$ cat src/rtl/sc_arith_pkg.sv
package sc_arith_pkg;

  typedef enum logic {
    OP_MUL      = 1'b0,
    OP_HALF_ADD = 1'b1
  } sc_op_e;

  // Right-shift Galois masks for maximal-length sequences; bit i stands for x^(i+1).
  function automatic logic [15:0] lfsr_mask(input int unsigned w);
    case (w)
      4:       return 16'h0009;
      5:       return 16'h0012;
      6:       return 16'h0021;
      7:       return 16'h0041;
      8:       return 16'h00B8;
      9:       return 16'h0110;
      10:      return 16'h0240;
      11:      return 16'h0500;
      12:      return 16'h0E08;
      13:      return 16'h1C80;
      14:      return 16'h3802;
      15:      return 16'h6000;
      default: return 16'hB400;
    endcase
  endfunction

  // Mask of the reciprocal polynomial, also maximal length.
  function automatic logic [15:0] recip_mask(input int unsigned w, input logic [15:0] m);
    logic [15:0] r;
    r = '0;
    r[w-1] = 1'b1;
    for (int i = 0; i < int'(w) - 1; i++) begin
      if (m[i]) r[int'(w) - 2 - i] = 1'b1;
    end
    return r;
  endfunction

endpackage

$ cat src/rtl/sc_lfsr.sv
module sc_lfsr #(
  parameter int unsigned W = 8,
  parameter logic [W-1:0] SEED = W'(1),
  parameter logic [W-1:0] MASK = W'(8'hB8)
) (
  input  logic         clk_i,
  input  logic         rst_ni,
  input  logic         step_i,
  output logic [W-1:0] state_o
);
  logic [W-1:0] st_q;

  always_ff @(posedge clk_i or negedge rst_ni) begin
    if (!rst_ni)     st_q <= SEED;
    else if (step_i) st_q <= (st_q >> 1) ^ (st_q[0] ? MASK : '0);
  end

  assign state_o = st_q;

  // a seeded register never falls into the all-zero lock-up state
  a_r8_lfsr_nonzero: assert property (@(posedge clk_i) disable iff (!rst_ni)
    st_q != '0);
endmodule

$ cat src/rtl/sc_encoder.sv
module sc_encoder #(
  parameter int unsigned W = 8,
  parameter logic [W-1:0] SEED = W'(1),
  parameter logic [W-1:0] MASK = W'(8'hB8)
) (
  input  logic         clk_i,
  input  logic         rst_ni,
  input  logic         step_i,
  input  logic [W-1:0] operand_i,
  output logic         bit_o
);
  logic [W-1:0] rnd;

  sc_lfsr #(.W(W), .SEED(SEED), .MASK(MASK)) u_lfsr (
    .clk_i   (clk_i),
    .rst_ni  (rst_ni),
    .step_i  (step_i),
    .state_o (rnd)
  );

  assign bit_o = operand_i > rnd;

  // zero operand yields a silent stream
  a_r2_zero_silent: assert property (@(posedge clk_i) disable iff (!rst_ni)
    (operand_i == '0) |-> !bit_o);
endmodule

$ cat src/rtl/sc_decoder.sv
module sc_decoder #(
  parameter int unsigned W = 8
) (
  input  logic         clk_i,
  input  logic         rst_ni,
  input  logic         clear_i,
  input  logic         en_i,
  input  logic         bit_i,
  output logic         last_o,
  output logic         done_o,
  output logic [W-1:0] value_o
);
  logic [W-1:0] win_q;
  logic [W:0]   ones_q;
  logic [W:0]   ones_nxt;
  logic         done_q;
  logic [W-1:0] value_q;

  assign ones_nxt = ones_q + (W+1)'(bit_i);
  assign last_o   = en_i && (win_q == '1);

  always_ff @(posedge clk_i or negedge rst_ni) begin
    if (!rst_ni) begin
      win_q  <= '0;
      ones_q <= '0;
    end else if (clear_i) begin
      win_q  <= '0;
      ones_q <= '0;
    end else if (en_i) begin
      win_q  <= win_q + W'(1);
      ones_q <= ones_nxt;
    end
  end

  always_ff @(posedge clk_i or negedge rst_ni) begin
    if (!rst_ni) begin
      done_q  <= 1'b0;
      value_q <= '0;
    end else begin
      done_q <= last_o;
      if (last_o) value_q <= ones_nxt[W] ? '1 : ones_nxt[W-1:0];
    end
  end

  assign done_o  = done_q;
  assign value_o = value_q;

  // ones counted never exceed bits seen within the window
  a_r7_count_bounded: assert property (@(posedge clk_i) disable iff (!rst_ni)
    en_i |-> (ones_q <= {1'b0, win_q}));
endmodule

$ cat src/rtl/sc_arith_unit.sv
module sc_arith_unit
  import sc_arith_pkg::*;
#(
  parameter int unsigned W = 8,
  parameter logic [W-1:0] SEED_A = W'(8'h5D),
  parameter logic [W-1:0] SEED_B = W'(8'h2B),
  parameter logic [W-1:0] SEED_R = W'(8'h91)
) (
  input  logic         clk_i,
  input  logic         rst_ni,
  input  logic         start_i,
  input  logic         mode_i,
  input  logic [W-1:0] a_i,
  input  logic [W-1:0] b_i,
  output logic         valid_o,
  output logic [W-1:0] result_o
);
  localparam logic [W-1:0] MASK_A = W'(lfsr_mask(W));
  localparam logic [W-1:0] MASK_B = W'(recip_mask(W, lfsr_mask(W)));
  localparam int unsigned  NSRC   = 2;

  logic         busy_q;
  logic [W-1:0] opnd_q [NSRC];
  sc_op_e       mode_q;
  logic [NSRC-1:0] strm;
  logic [W-1:0] rnd_r;
  logic         help_bit;
  logic         z_bit;
  logic         accept;
  logic         win_end;

  assign accept = start_i && !busy_q;

  always_ff @(posedge clk_i or negedge rst_ni) begin
    if (!rst_ni) begin
      busy_q    <= 1'b0;
      opnd_q[0] <= '0;
      opnd_q[1] <= '0;
      mode_q    <= OP_MUL;
    end else if (accept) begin
      busy_q    <= 1'b1;
      opnd_q[0] <= a_i;
      opnd_q[1] <= b_i;
      mode_q    <= sc_op_e'(mode_i);
    end else if (win_end) begin
      busy_q <= 1'b0;
    end
  end

  for (genvar g = 0; g < NSRC; g++) begin : g_src
    localparam logic [W-1:0] SD = (g == 0) ? SEED_A : SEED_B;
    localparam logic [W-1:0] MK = (g == 0) ? MASK_A : MASK_B;
    sc_encoder #(.W(W), .SEED(SD), .MASK(MK)) u_enc (
      .clk_i     (clk_i),
      .rst_ni    (rst_ni),
      .step_i    (busy_q),
      .operand_i (opnd_q[g]),
      .bit_o     (strm[g])
    );
  end

  sc_lfsr #(.W(W), .SEED(SEED_R), .MASK(MASK_A)) u_help (
    .clk_i   (clk_i),
    .rst_ni  (rst_ni),
    .step_i  (busy_q),
    .state_o (rnd_r)
  );

  // parity of a nonzero state is one in 2^(W-1) of 2^W-1 states
  assign help_bit = ^rnd_r;

  always_comb begin
    if (mode_q == OP_MUL) z_bit = strm[0] & strm[1];
    else                  z_bit = (strm[0] & strm[1]) | ((strm[0] | strm[1]) & help_bit);
  end

  sc_decoder #(.W(W)) u_dec (
    .clk_i   (clk_i),
    .rst_ni  (rst_ni),
    .clear_i (accept),
    .en_i    (busy_q),
    .bit_i   (z_bit),
    .last_o  (win_end),
    .done_o  (valid_o),
    .value_o (result_o)
  );

  // result strobe lasts one cycle
  a_r5_valid_single: assert property (@(posedge clk_i) disable iff (!rst_ni)
    valid_o |=> !valid_o);
  // strobe follows the end of a running window
  a_r5_valid_idle: assert property (@(posedge clk_i) disable iff (!rst_ni)
    valid_o |-> !busy_q);
  // operands are frozen while a window runs
  a_r6_hold_operands: assert property (@(posedge clk_i) disable iff (!rst_ni)
    (busy_q && start_i) |=> ($stable(opnd_q[0]) && $stable(opnd_q[1]) && $stable(mode_q)));
  // product of a zero operand never produces a one
  a_r2_mul_zero: assert property (@(posedge clk_i) disable iff (!rst_ni)
    (busy_q && mode_q == OP_MUL && (opnd_q[0] == '0 || opnd_q[1] == '0)) |-> !z_bit);
endmodule

$ cat config.mk
export PLATFORM = sky130hd
export DESIGN_NAME = sc_arith_unit
export DESIGN_NICKNAME = d
export VERILOG_FILES = /design/src/rtl/sc_arith_pkg.sv /design/src/rtl/sc_lfsr.sv /design/src/rtl/sc_encoder.sv /design/src/rtl/sc_decoder.sv /design/src/rtl/sc_arith_unit.sv
export SDC_FILE = /design/constraint.sdc
export NUM_CORES = 1
export LEC_CHECK = 0
export ABC_CLOCK_PERIOD_IN_PS = 2500
export BUFFER_PORTS_ARGS = -buffer_cell sky130_fd_sc_hd__buf_2
export CORE_ASPECT_RATIO = 1.75
export CORE_MARGIN = 10
export CORE_UTILIZATION = 54
export CTS_BUF_LIST = sky130_fd_sc_hd__clkbuf_16
export DETAILED_ROUTE_END_ITERATION = 8
export PLACE_DENSITY = 0.78
export SLEW_MARGIN = 20
export SYNTH_ARGS = -nofsm -noshare
export SYNTH_HDL_FRONTEND = slang
export SYNTH_HIERARCHICAL = 1
export SYNTH_SLANG_ARGS = --single-unit
$ cat constraint.sdc
create_clock -name clk_i -period 2.5 [get_ports clk_i]
set_input_delay 0.625 -clock clk_i [delete_from_list [all_inputs] [get_ports clk_i]]
set_output_delay 0.625 -clock clk_i [all_outputs]
set_load 0.1 [all_outputs]
## Word level (Yosys, flattened, before mapping)

Cells that the tools add are included.

| word-level totals | value |
|---|---|
| register bits | 68 |
| bits in latches | 0 |
| bits in writable memories | 0 |
| ROM bits | 0 |
| input bits | 20 |
| output and inout port bits | 9 |
| memories kept | 0 |

| cells by class | value |
|---|---|
| $add $sub $neg | 2 |
| $mul | 0 |
| div/mod/pow operators | 0 |
| order comparisons | 2 |
| equality and inequality tests | 1 |
| shift operators | 0 |
| multiplexer cells | 11 |
| bitwise logic cells | 7 |
| reductions and logical operators | 6 |

Operator list:

| operator | count |
|---|---|
| 2-to-1 mux 8 bit | 6 |
| XOR 7 x 8 -> 8 bit | 3 |
| 2-to-1 mux 9 bit | 2 |
| greater-than comparator 8 bit | 2 |
| adder 9 x 1 -> 9 bit | 1 |
| adder 8 x 1 -> 8 bit, second input constant | 1 |
| equality test 8 bit, second input constant | 1 |
| parity 8 bit | 1 |
| nonzero test 2 bit | 2 |
| 2-to-1 mux 1 bit | 3 |
| AND 1 bit | 2 |
| logical AND 1 bit | 2 |
| bitwise OR 1 bit | 2 |
| logical NOT 1 bit | 1 |

## Longest topological paths before layout

Gate-level depths: netlist of the first run.

| depth | value |
|---|---|
| depth in word-level cells | 8 |
| gate-level depth with buffers | 14 |
| depth with buffers taken out | 13 |

## Cells and area by module

The synthesis of the first run kept the hierarchy.

By module, submodules not included:

| module | instances | cells an instance | area an instance (sq um) | seq. area each (sq um) |
|---|---|---|---|---|
| sc_decoder | 1 | 130 | 1351.3 | 650.6 |
| sc_arith_unit | 1 | 50 | 749.5 | 450.4 |
| sc_encoder | 2 | 27 | 216.5 | 0.0 |
| sc_lfsr at g_src[0].u_enc.u_lfsr | 1 | 23 | 322.8 | 206.4 |
| sc_lfsr at g_src[1].u_enc.u_lfsr | 1 | 23 | 321.6 | 205.2 |
| sc_lfsr at u_help | 1 | 23 | 320.3 | 203.9 |

## Worst setup path after synthesis of the first run

OpenSTA, ideal clock, no wires.

| timing path | value |
|---|---|
| path kind | register to register |
| from | reg g_src[1].u_enc.u_lfsr.st_q[1] |
| to | reg u_dec.value_q[5], in the netlist u_dec/value_o[5] |
| data arrival time | 2567 ps |
| data required time | 2348 ps |
| path slack | -219 ps |
| stages on the path, launching flop included | 15 |
| buffers on the path | 1 |
| cells stage by stage | dfstp_2 inv_1 ha_1 nor2b_4 o211ai_2 a21oi_2 o22a_1 a31oi_1 nor2_1 ha_1 ha_1 clkdlybuf4s15_2 nand4b_1 o211a_1 a41oi_1 |

| between the ends | value |
|---|---|
| word-level cells in the longest chain between the ends | 7 |
| elaborated cells between the ends (all ways) | 8 |
| those cells by class | add/sub: 1; order compare: 1; mux: 2; bitwise: 4 |

RTL lines:

| item | line | source |
|---|---|---|
| start, declared | sc_lfsr.sv:11 | `logic [W-1:0] st_q;` |
| start signal, assigned | sc_lfsr.sv:15 | `else if (step_i) st_q <= (st_q >> 1) ^ (st_q[0] ? MASK : '0);` |
| greater-than comparator 8 bit (*) | sc_encoder.sv:21 | `assign bit_o = operand_i > rnd;` |
| named net strm[1] | sc_arith_unit.sv:25 | `logic [NSRC-1:0] strm;` |
| bitwise OR 1 bit | sc_arith_unit.sv:74 | `else z_bit = (strm[0] & strm[1]) \| ((strm[0] \| strm[1]) & help_bit);` |
| AND 1 bit | sc_arith_unit.sv:74 |  |
| bitwise OR 1 bit | sc_arith_unit.sv:74 |  |
| 2-to-1 mux 1 bit (*) | sc_arith_unit.sv:73 | `if (mode_q == OP_MUL) z_bit = strm[0] & strm[1];` |
| named net z_bit | sc_arith_unit.sv:28 | `logic z_bit;` |
| adder 9 x 1 -> 9 bit (*) | sc_decoder.sv:19 | `assign ones_nxt = ones_q + (W+1)'(bit_i);` |
| 2-to-1 mux 8 bit (*) | sc_decoder.sv:41 | `if (last_o) value_q <= ones_nxt[W] ? '1 : ones_nxt[W-1:0];` |
| end signal, assigned | sc_decoder.sv:41 |  |
| end, declared | sc_decoder.sv:17 | `logic [W-1:0] value_q;` |

The timed path passes the listed nets; every way through them passes the cells marked *.
A chain may end at the register's enable or synchronous reset.

## Final worst setup path of the first run

| timing path | value |
|---|---|
| from | reg g_src[1].u_enc.u_lfsr.st_q[5] |
| to | reg u_dec.value_q[3], in the netlist u_dec/value_o[3] |

The elaborated chain is that of the path after synthesis.

==> results of run 1 <==
-- routing by layer --
layer | vias to the layer above | wire, um | track usage
met1 | 1209 | 2944 | 0.1579
li1 | 1191 | - | -
met5 | - | 0 | 0
met3 | 11 | 345 | 0.04243
met4 | 0 | 129 | 0.06551
met2 | 49 | 4162 | 0.2717
-- logic make-up after synthesis --
family,after synthesis,share of synthesized area
muxes,35,0.1116
AOI/OAI and AO/OA,62,0.1105
xor gates and xnor gates,26,0.06509
adders and majority gates,19,0.06795
DFF,68,0.4907
buffers and inverters,33,0.05293
and+or+nand+nor,60,0.1012
-- synth_stat cells (2+ instances only) --
| master | n | area, um^2 |
|---|---|---|
| o22a_1 | 2 | 17.52 |
| nor2_1 | 21 | 78.83 |
| dfstp_2 | 12 | 315.3 |
| or3_1 | 8 | 50.05 |
| and4_1 | 2 | 17.52 |
| nand4_1 | 5 | 31.28 |
| nand4_2 | 3 | 37.54 |
| o211ai_2 | 2 | 25.02 |
| a21oi_1 | 32 | 160.2 |
| xnor2_1 | 17 | 148.9 |
| nor2b_4 | 2 | 27.53 |
| a41oi_1 | 3 | 26.28 |
| inv_1 | 20 | 75.07 |
| ha_1 | 19 | 237.7 |
| xor2_1 | 9 | 78.83 |
| buf_4 | 4 | 30.03 |
| buf_6 | 2 | 22.52 |
| o21ai_0 | 11 | 55.05 |
| dfrtp_1 | 56 | 1401 |
| a21oi_2 | 2 | 17.52 |
| clkbuf_8 | 2 | 27.53 |
| a31oi_1 | 6 | 37.54 |
| nand3_1 | 6 | 30.03 |
| nand2_1 | 8 | 30.03 |
| mux2_2 | 32 | 360.4 |
| mux2i_1 | 3 | 30.03 |
| buf_2 | 3 | 15.01 |
-- where the power goes --
group          internal [mW]  total, mW  switching [mW]
Sequential              1.54       1.91           0.369
Combinational           1.15       2.19            1.04
Clock                  0.646       1.07           0.424
-- final cells by class --
class | count | area, um^2
Clock buffer | 9 | 225.2
Inverter | 20 | 75.07
Timing Repair Buffer | 58 | 385.4
Multi-Input combinational cell | 202 | 1804
Fill cell | 440 | 1942
Tap cell | 80 | 100.1
Sequential cell | 68 | 1717
Clock inverter | 7 | 27.53
-- sequential cells by signal, indices dropped and copies added (netlist names), 8 cells and up --
| signal | count |
|---|---|
| u_dec/value_o | 8 |
| opnd_q | 16 |
| g_src.u_enc/u_lfsr/state_o | 16 |
| u_help/state_o | 8 |
| u_dec/ones_q | 9 |
| u_dec/win_q | 8 |
-- worst min-delay path by stage --
stage                                                         endpoint  slack, ns  cells after the start
final                     g_src[0].u_enc/u_lfsr/state_o[1]$_DFFE_PN0P_       0.31                      1
after global routing      g_src[0].u_enc/u_lfsr/state_o[1]$_DFFE_PN0P_       0.35                      1
after CTS                 g_src[0].u_enc/u_lfsr/state_o[1]$_DFFE_PN0P_       0.32                      1
after detailed placement                         opnd_q[6]$_DFFE_PN0P_       0.51                      1
after global placement                           opnd_q[8]$_DFFE_PN0P_       0.49                      1
after floorplan                                     busy_q$_DFFE_PN0P_       0.33                      0
-- per-stage QoR --
stage	worst slack, ns	cells	instance area [um^2]
floorplan	-0.03040	303	3556
global placement	-0.08911	425	3904
detailed placement	-0.1711	425	3904
CTS	-0.1208	442	4267
global route	-0.2832	444	4334
finish	-0.1974	444	4334
-- timing repair --
| action | CTS | global route |
|---|---|---|
| setup buffers | 1 | 2 |
| endpoints found under the setup margin | 13 | 14 |
| resized for setup | 15 | 8 |
| pin swaps | 10 | 11 |
==> metrics.csv, run 1 <==
metric,value,unit
first-pass GRT wire length,12290,um
critical path type,register to register,
Leak,1.924,nW
DRC Markers,0,
All-Layer GR Usage,0.1519,
initial DRC count,145,
Hold WS,0.3063,ns
starting density of the core,0.5574,
Reg2Reg Depth,13,
synthesized flop and latch total,68,
Routability Congestion,0.8191,
largest net degree at the start of global routing,43,
"Top FF cell, synth",dfrtp_1,
core area,6276,um^2
r2r setup slk,-0.20,ns
Final Slew Violations,0,
routed length per instance,17.08,um
most frequent cells in the layout,"56 x dfrtp_1, 32 x mux2_2, 29 x a21oi_1, 28 x buf_2, 27 x buf_4",
post-synthesis net count,342,
clk sinks,68,
"Core Util, Final",0.6906,
CTS buffer count,9,
delay of the slowest cell on the worst path,0.53,ns
max_cap viols,0,
die width,80.85,um
number of port buffers,28,
maximum vdd drop,643.9,uV
Syn. warnings,6,
Sum Neg Setup Slack,-1.855,ns
Critical path origin,g_src[1].u_enc/u_lfsr/state_o[5]$_DFFE_PN1P_,
Final nets,398,
Hold Crit Class,input port to async pin,
Worst Tran Pin Value,0.6065,ns
dpl hpwl,5131,um
"EDFF count, synth",0,
DR pass1 iterations,4,
clock latency on the worst-skew pair,0.33,ns
initial antenna violation count,0,
Die Span Y,126.5,um
CP cell instances,inv_1 > ha_4 > buf_4 > nand4_4 > a21oi_2 > o22a_1 > a31oi_1 > nor2_1 > ha_2 > ha_4 > nand4b_1 > o211a_4 > a31oi_1,
asr flop ratio synth,1.000,
Via density,5.541,
family with the most delay on the worst path,compound AO/OA/AOI/OAI gates,
"most common cell after layout, fill and taps aside",dfrtp_1,
Ant. Diodes,0,
startpoint type of the worst setup path,register,
CTS root buf,clkbuf_16,
Setup crit end kind,register,
Vias,2460,
Post-Route WL,7583,um
final setup margin,-0.1974,ns
clock tree buffer depth,2,
RSZ-0062 raised after global routing,true,
crit-path max FO,8,
clk slew on worst S/H paths,0.05,ns
Syn-to-layout area delta,23.89,%
Critical Path End,u_dec/value_o[3]$_DFFE_PN0P_,
Layout Skew,0.003845,ns
critical path required time,2.75,ns
Final period util,1.079,
Final setup viols,12,
Final Hold Fails,0,
Final ANT Viol Nets,0,
Tmin final,2.697,ns
row cnt,38,
CTS tree,built,
worst r2r src,g_src[1].u_enc/u_lfsr/state_o[5]$_DFFE_PN1P_,
reg2reg end,u_dec/value_o[3]$_DFFE_PN0P_,
Worst path slowest cell,dfstp_2,
layout cells sized above 1,0.4121,
total power,5.173,mW
P per Cell Area,1193,nW/um^2
failing checks,negative setup slack,
synthesized instance count,303,
"Remaining Overflow, GRT",0,
IO Pins,29,
f_max,370.7,MHz
CTS H-tree lvls,3,
normalized max-slew margin,0.5957,
worst path bufs/invs,2,
status,"finished, violations left",
die area,10220,um^2
crit path DAT,2.95,ns
Yosys cell types,38,
"Avg Cell Area, Syn",11.55,um^2
Stages on worst setup path,13,
"Seq/Total Area, Yosys",0.4907,
Netlist Area Pre-Place,3498,um^2
CTS hold repair buffers,0,
vias in the first global route,2605,
(Power assumes the default switching activity.)
==> inputs of run 2 (changes only) <==
--- a/config.mk
+++ b/config.mk
@@ -10,7 +10,6 @@
 export CORE_ASPECT_RATIO = 1.75
 export CORE_MARGIN = 10
 export CORE_UTILIZATION = 54
-export CTS_BUF_LIST = sky130_fd_sc_hd__clkbuf_16
 export DETAILED_ROUTE_END_ITERATION = 8
 export PLACE_DENSITY = 0.78
 export SLEW_MARGIN = 20
==> run 2 against run 1 <==
The flow still finishes with violations (negative setup slack). Wire length increased by 2.8%. Design area shrank 1.6%. Clock skew grew 0.0017 ns. Final cell count increased by 0.68%. Largest cell class unchanged.
==> metrics.csv, run 2 (synthesized netlist as in run 1, its figures left out) <==
metric,value,unit,change
status,"finished, violations left",,
failing checks,negative setup slack,,
Final Slew Violations,0,,unchanged
"most common cell after layout, fill and taps aside",dfrtp_1,,
core area,6276,um^2,unchanged
Worst path slowest cell,dfstp_2,,
number of port buffers,28,,unchanged
starting density of the core,0.5574,,unchanged
critical path type,register to register,,
met1 usage,0.1612,,+0.003279
CTS tree,built,,
CTS hold repair buffers,0,,unchanged
first-pass GRT wire length,12300,um,about the same
largest net degree at the start of global routing,43,,unchanged
clk slew on worst S/H paths,0.07,ns,+0.02 ns
Routability Congestion,0.8191,,unchanged
final setup margin,-0.2535,ns,-0.05615 ns
layout cells sized above 1,0.4251,,+0.01298
family with the most delay on the worst path,simple AND/OR/NAND/NOR gates,,
Final nets,401,,+0.75%
startpoint type of the worst setup path,register,,
clk sinks,68,,unchanged
critical path required time,2.78,ns,+0.03 ns
maximum vdd drop,535.5,uV,-17%
f_max,363.2,MHz,-2.0%
vias in the first global route,2626,,+0.81%
"Core Util, Final",0.6798,,-0.01077
"Remaining Overflow, GRT",0,,unchanged
All-Layer GR Usage,0.1513,,-0.0006365
Final Hold Fails,0,,unchanged
Syn-to-layout area delta,21.96,%,
DR pass1 iterations,4,,unchanged
pre-CTS setup slack,-0.1711,ns,unchanged
CTS H-tree lvls,3,,unchanged
Hold Crit Class,input port to async pin,,
clock latency on the worst-skew pair,0.35,ns,+0.02 ns
DRC Markers,0,,unchanged
CP cell instances,inv_1 > ha_4 > nor2b_4 > o211ai_2 > a21oi_2 > o22a_1 > a31oi_1 > nor2_1 > ha_2 > ha_4 > nand3_4 > or4_4 > a21oi_2,,
die width,80.85,um,unchanged
CTS buffer count,9,,unchanged
Final ANT Viol Nets,0,,unchanged
crit path DAT,3.03,ns,+0.08 ns
Die Span Y,126.5,um,unchanged
clock tree buffer depth,2,,unchanged
Worst Tran Pin Value,0.6129,ns,+0.006444 ns
P per Cell Area,1169,nW/um^2,-2.0%
worst path bufs/invs,1,,-1
dpl hpwl,5131,um,unchanged
Layout Skew,0.005591,ns,+0.001745 ns
Via density,5.584,,+0.78%
max_cap viols,0,,unchanged
initial antenna violation count,0,,unchanged
row cnt,38,,unchanged
crit-path max FO,5,,-3
normalized max-slew margin,0.5914,,-0.004296
Sum Neg Setup Slack,-2.349,ns,-0.4932 ns
RSZ-0062 raised after global routing,true,,
routed length per instance,17.44,um,+2.1%
Post-Route WL,7794,um,+2.8%
FILL cells,443,,+0.68%
Vias,2496,,+1.5%
Final setup viols,14,,+2
CTS root buf,clkbuf_8,,
Tmin final,2.754,ns,+0.05615 ns
met2 usage,0.2669,,-0.004708
die area,10220,um^2,unchanged
GRT met3 Usage,0.04385,,+0.001414
IO Pins,29,,unchanged
Final period util,1.101,,+0.02246
busiest grt layer,met2,,
delay of the slowest cell on the worst path,0.54,ns,about the same
most frequent cells in the layout,"56 x dfrtp_1, 32 x mux2_2, 30 x buf_4, 28 x a21oi_1, 28 x buf_2",,
initial DRC count,127,,-12%
Setup crit end kind,register,,
Leak,1.898,nW,-1.4%
Ant. Diodes,0,,unchanged
==> run 2: changes by cell type in the layout (fill, tap and decap cells not counted), sizes merged <==
| cell | previous run | this run |
|---|---|---|
| clkbuf | 9 | 15 |
| clkinv | 4 | 1 |
| buf | 58 | 61 |
| inv | 23 | 20 |
==> run 2: worst paths after layout <==
kind / slack (ns) / start / cells after the start / endpoint
min in group clk_i: 0.51 / b_i[6] / 2 / opnd_q[6]$_DFFE_PN0P_
hold / removal: 0.29 / rst_ni / 1 / g_src[0].u_enc/u_lfsr/state_o[1]$_DFFE_PN0P_
setup / recovery: -0.25 / g_src[1].u_enc/u_lfsr/state_o[1]$_DFFE_PN1P_ / 13 / u_dec/ones_q[8]$_DFFE_PN0P_
hold reg to reg: 0.52 / opnd_q[2]$_DFFE_PN0P_ / 1 / opnd_q[2]$_DFFE_PN0P_
max in group asynchronous: 1.52 / rst_ni / 2 / g_src[1].u_enc/u_lfsr/state_o[3]$_DFFE_PN1P_
setup reg to reg: -0.25 / g_src[1].u_enc/u_lfsr/state_o[1]$_DFFE_PN1P_ / 13 / u_dec/ones_q[8]$_DFFE_PN0P_
==> run 2: cell type report <==
class,count,area (um^2),area share
multi-input combinational,202,1785,0.4185
sequential,68,1717,0.4023
clock buffer,15,176.4,0.04135
timing repair buffer,61,407.9,0.09560
tap,80,100.1,0.02346
clock inverter,1,5.005,0.001173
inverter,20,75.07,0.01760
==> run 2: what timing repair did <==
item,in CTS,in global routing
buffers inserted,1,5
gates resized for setup,15,7
pin swaps,12,8
endpoints found under the setup margin,13,14
==> run 2: metrics by stage <==
step	cells	instance area, um^2	power, mW	hold WS [ns]
6_report	447	4267	4.988	0.2885
5_1_grt	447	4267	5.314	0.3260
4_1_cts	442	4195	4.833	0.2924
3_5_place_dp	425	3904	3.843	0.5126
3_3_place_gp	425	3904	3.740	0.4923
2_1_floorplan	303	3556	3.242	0.3294
==> run 2: where the power goes <==
group | internal (mW) | total [mW] | switching (mW)
Clock | 0.442 | 0.839 | 0.398
Sequential | 1.54 | 1.91 | 0.366
Combinational | 1.17 | 2.24 | 1.07
Total | 3.15 | 4.99 | 1.83
==> run 2: metal layers <==
| metal | vias to the layer above | routed length (um) |
|---|---|---|
| met3 | 12 | 351 |
| li1 | 1191 | - |
| met5 | - | 0 |
| met1 | 1243 | 3003 |
| met2 | 50 | 4273 |
| met4 | 0 | 166 |
==> run 2: worst register-to-register path, stage by stage, from the launching register on <==
cell and delay, ns:
dfstp_2 0.54, inv_1 0.06, ha_4 0.27, nor2b_4 0.14, o211ai_2 0.10, a21oi_2 0.16
o22a_1 0.15, a31oi_1 0.04, nor2_1 0.11, ha_2 0.24, ha_4 0.21, nand3_4 0.09
or4_4 0.44, a21oi_2 0.14
==> inputs of run 3 (changes only) <==
--- a/config.mk
+++ b/config.mk
@@ -12,6 +12,7 @@
 export CORE_UTILIZATION = 54
 export DETAILED_ROUTE_END_ITERATION = 8
 export PLACE_DENSITY = 0.78
+export SKIP_CTS_REPAIR_TIMING = 1
 export SLEW_MARGIN = 20
 export SYNTH_ARGS = -nofsm -noshare
 export SYNTH_HDL_FRONTEND = slang
==> run 3 against run 2 <==
The run still ends with negative setup slack left. Worst setup slack improved by 0.055 ns. Via count fell by 1.7%. Final cell count fell by 0.89%. Highest routed layer unchanged. Clock power fell by 0.5%. Sequential power barely moved. Register-to-register slack improved by 0.06 ns. Clock skew barely moved.
==> metrics.csv, run 3 (synthesized netlist as in run 1, its figures left out) <==
metric,value,unit,change
status,"finished, violations left",,
failing checks,negative setup slack,,
critical path required time,2.77,ns,about the same
startpoint type of the worst setup path,register,,
CTS buffer count,9,,unchanged
Hold Crit Class,input port to async pin,,
f_max,370.6,MHz,+2.0%
starting density of the core,0.5574,,unchanged
row cnt,38,,unchanged
clock latency on the worst-skew pair,0.35,ns,about the same
Setup crit end kind,register,,
critical path type,register to register,,
die width,80.85,um,unchanged
final setup margin,-0.1984,ns,+0.05510 ns
worst r2r src,g_src[1].u_enc/u_lfsr/state_o[5]$_DFFE_PN1P_,,
Critical Path End,u_dec/value_o[6]$_DFFE_PN0P_,,
normalized max-slew margin,0.5878,,-0.003545
crit-path max FO,8,,+3
Tmin final,2.698,ns,-0.05509 ns
Critical path origin,g_src[1].u_enc/u_lfsr/state_o[5]$_DFFE_PN1P_,,
Placed Cells incl. Taps,425,,unchanged
Final setup viols,13,,-1
routed length per instance,17.22,um,-1.2%
Hold WS,0.2894,ns,+0.0009190 ns
Via density,5.540,,-0.79%
Final Slew Violations,0,,unchanged
largest net degree at the start of global routing,43,,unchanged
Placement Cell Area,3904,um^2,unchanged
IO Pins,29,,unchanged
die area,10220,um^2,unchanged
total power,4.937,mW,-1.0%
met2 usage,0.2486,,-0.01836
"Core Util, Final",0.6822,,+0.002392
Leak,1.892,nW,-0.35%
CTS tree,built,,
Syn-to-layout area delta,22.39,%,
initial DRC count,144,,+13%
clk sinks,68,,unchanged
Die Span Y,126.5,um,unchanged
Routability Congestion,0.8191,,unchanged
clk slew on worst S/H paths,0.07,ns,about the same
core area,6276,um^2,unchanged
"Remaining Overflow, GRT",0,,unchanged
CTS root buf,clkbuf_8,,
vias in the first global route,2525,,-3.8%
pre-CTS setup slack,-0.1711,ns,unchanged
r2r setup slk,-0.20,ns,+0.06 ns
Finished Layout Cells,443,,-0.89%
met1 usage,0.1551,,-0.006100
Reg2Reg Depth,13,,unchanged
DRC Markers,0,,unchanged
Ant. Diodes,0,,unchanged
RSZ-0062 raised after global routing,true,,
design area,4282,um^2,+0.35%
dpl hpwl,5131,um,unchanged
busiest grt layer,met2,,
crit path DAT,2.97,ns,-0.06 ns
Final ANT Viol Nets,0,,unchanged
number of port buffers,28,,unchanged
layout cells sized above 1,0.4215,,-0.003581
Sum Neg Setup Slack,-1.926,ns,+0.4224 ns
clock tree buffer depth,2,,unchanged
maximum vdd drop,518.0,uV,-3.3%
Final nets,397,,-1.0%
first-pass GRT wire length,11740,um,-4.5%
Layout Skew,0.005206,ns,-0.0003847 ns
"most common cell after layout, fill and taps aside",dfrtp_1,,
reg2reg end,u_dec/value_o[6]$_DFFE_PN0P_,,
DR pass1 iterations,4,,unchanged
initial antenna violation count,0,,unchanged
CTS H-tree lvls,3,,unchanged
GRT met3 Usage,0.04597,,+0.002122
Worst Tran Pin Value,0.6183,ns,+0.005317 ns
Final Hold Fails,0,,unchanged
max_cap viols,0,,unchanged
Final period util,1.079,,-0.02204
Vias,2454,,-1.7%
most frequent cells in the layout,"56 x dfrtp_1, 32 x mux2_2, 28 x buf_2, 26 x a21oi_1, 25 x buf_4",,
P per Cell Area,1153,nW/um^2,-1.4%
All-Layer GR Usage,0.1440,,-0.007286
Post-Route WL,7630,um,-2.1%
## run 3: cell count changes in the layout (fill, tap and decap cells not counted), sizes merged
cell and change:
buf -4
## run 3: cell type report
class	count	area, um^2
fill	440	1994
multi-input combinational	202	1827
sequential	68	1717
timing repair buffer	57	381.6
clock buffer	15	176.4
tap	80	100.1
inverter	20	75.07
clock inverter	1	5.005
## run 3: report_power, final
| part | switching, mW | internal, mW | leakage (nW) |
|---|---|---|---|
| Sequential | 0.372 | 1.54 | 0.820 |
| Combinational | 1.05 | 1.14 | 0.978 |
| Clock | 0.394 | 0.441 | 0.0937 |
## run 3: how the worst min path moves through the flow
stage,to,slack [ns]
2_1_floorplan,busy_q$_DFFE_PN0P_,0.33
3_3_place_gp,opnd_q[8]$_DFFE_PN0P_,0.49
3_5_place_dp,opnd_q[6]$_DFFE_PN0P_,0.51
4_1_cts,opnd_q[13]$_DFFE_PN0P_,0.29
5_1_grt,g_src[0].u_enc/u_lfsr/state_o[1]$_DFFE_PN0P_,0.33
6_report,g_src[0].u_enc/u_lfsr/state_o[1]$_DFFE_PN0P_,0.29
## run 3: per-layer routing
layer | share of wire | routed length, um | vias up
met5 | 0 | 0 | -
met4 | 0.019 | 148 | 0
met3 | 0.047 | 357 | 11
met2 | 0.55 | 4192 | 43
met1 | 0.38 | 2932 | 1215
li1 | - | - | 1185
## run 3: worst max-delay path: stages, from the launching register on
cell	delay, ns
dfstp_2	0.53
inv_1	0.06
ha_4	0.27
buf_4	0.10
nand4_2	0.11
a21oi_2	0.12
o22a_1	0.14
a31oi_1	0.04
nor2_1	0.13
ha_2	0.25
ha_4	0.21
nand4b_1	0.15
o211a_4	0.33
a41oi_2	0.17
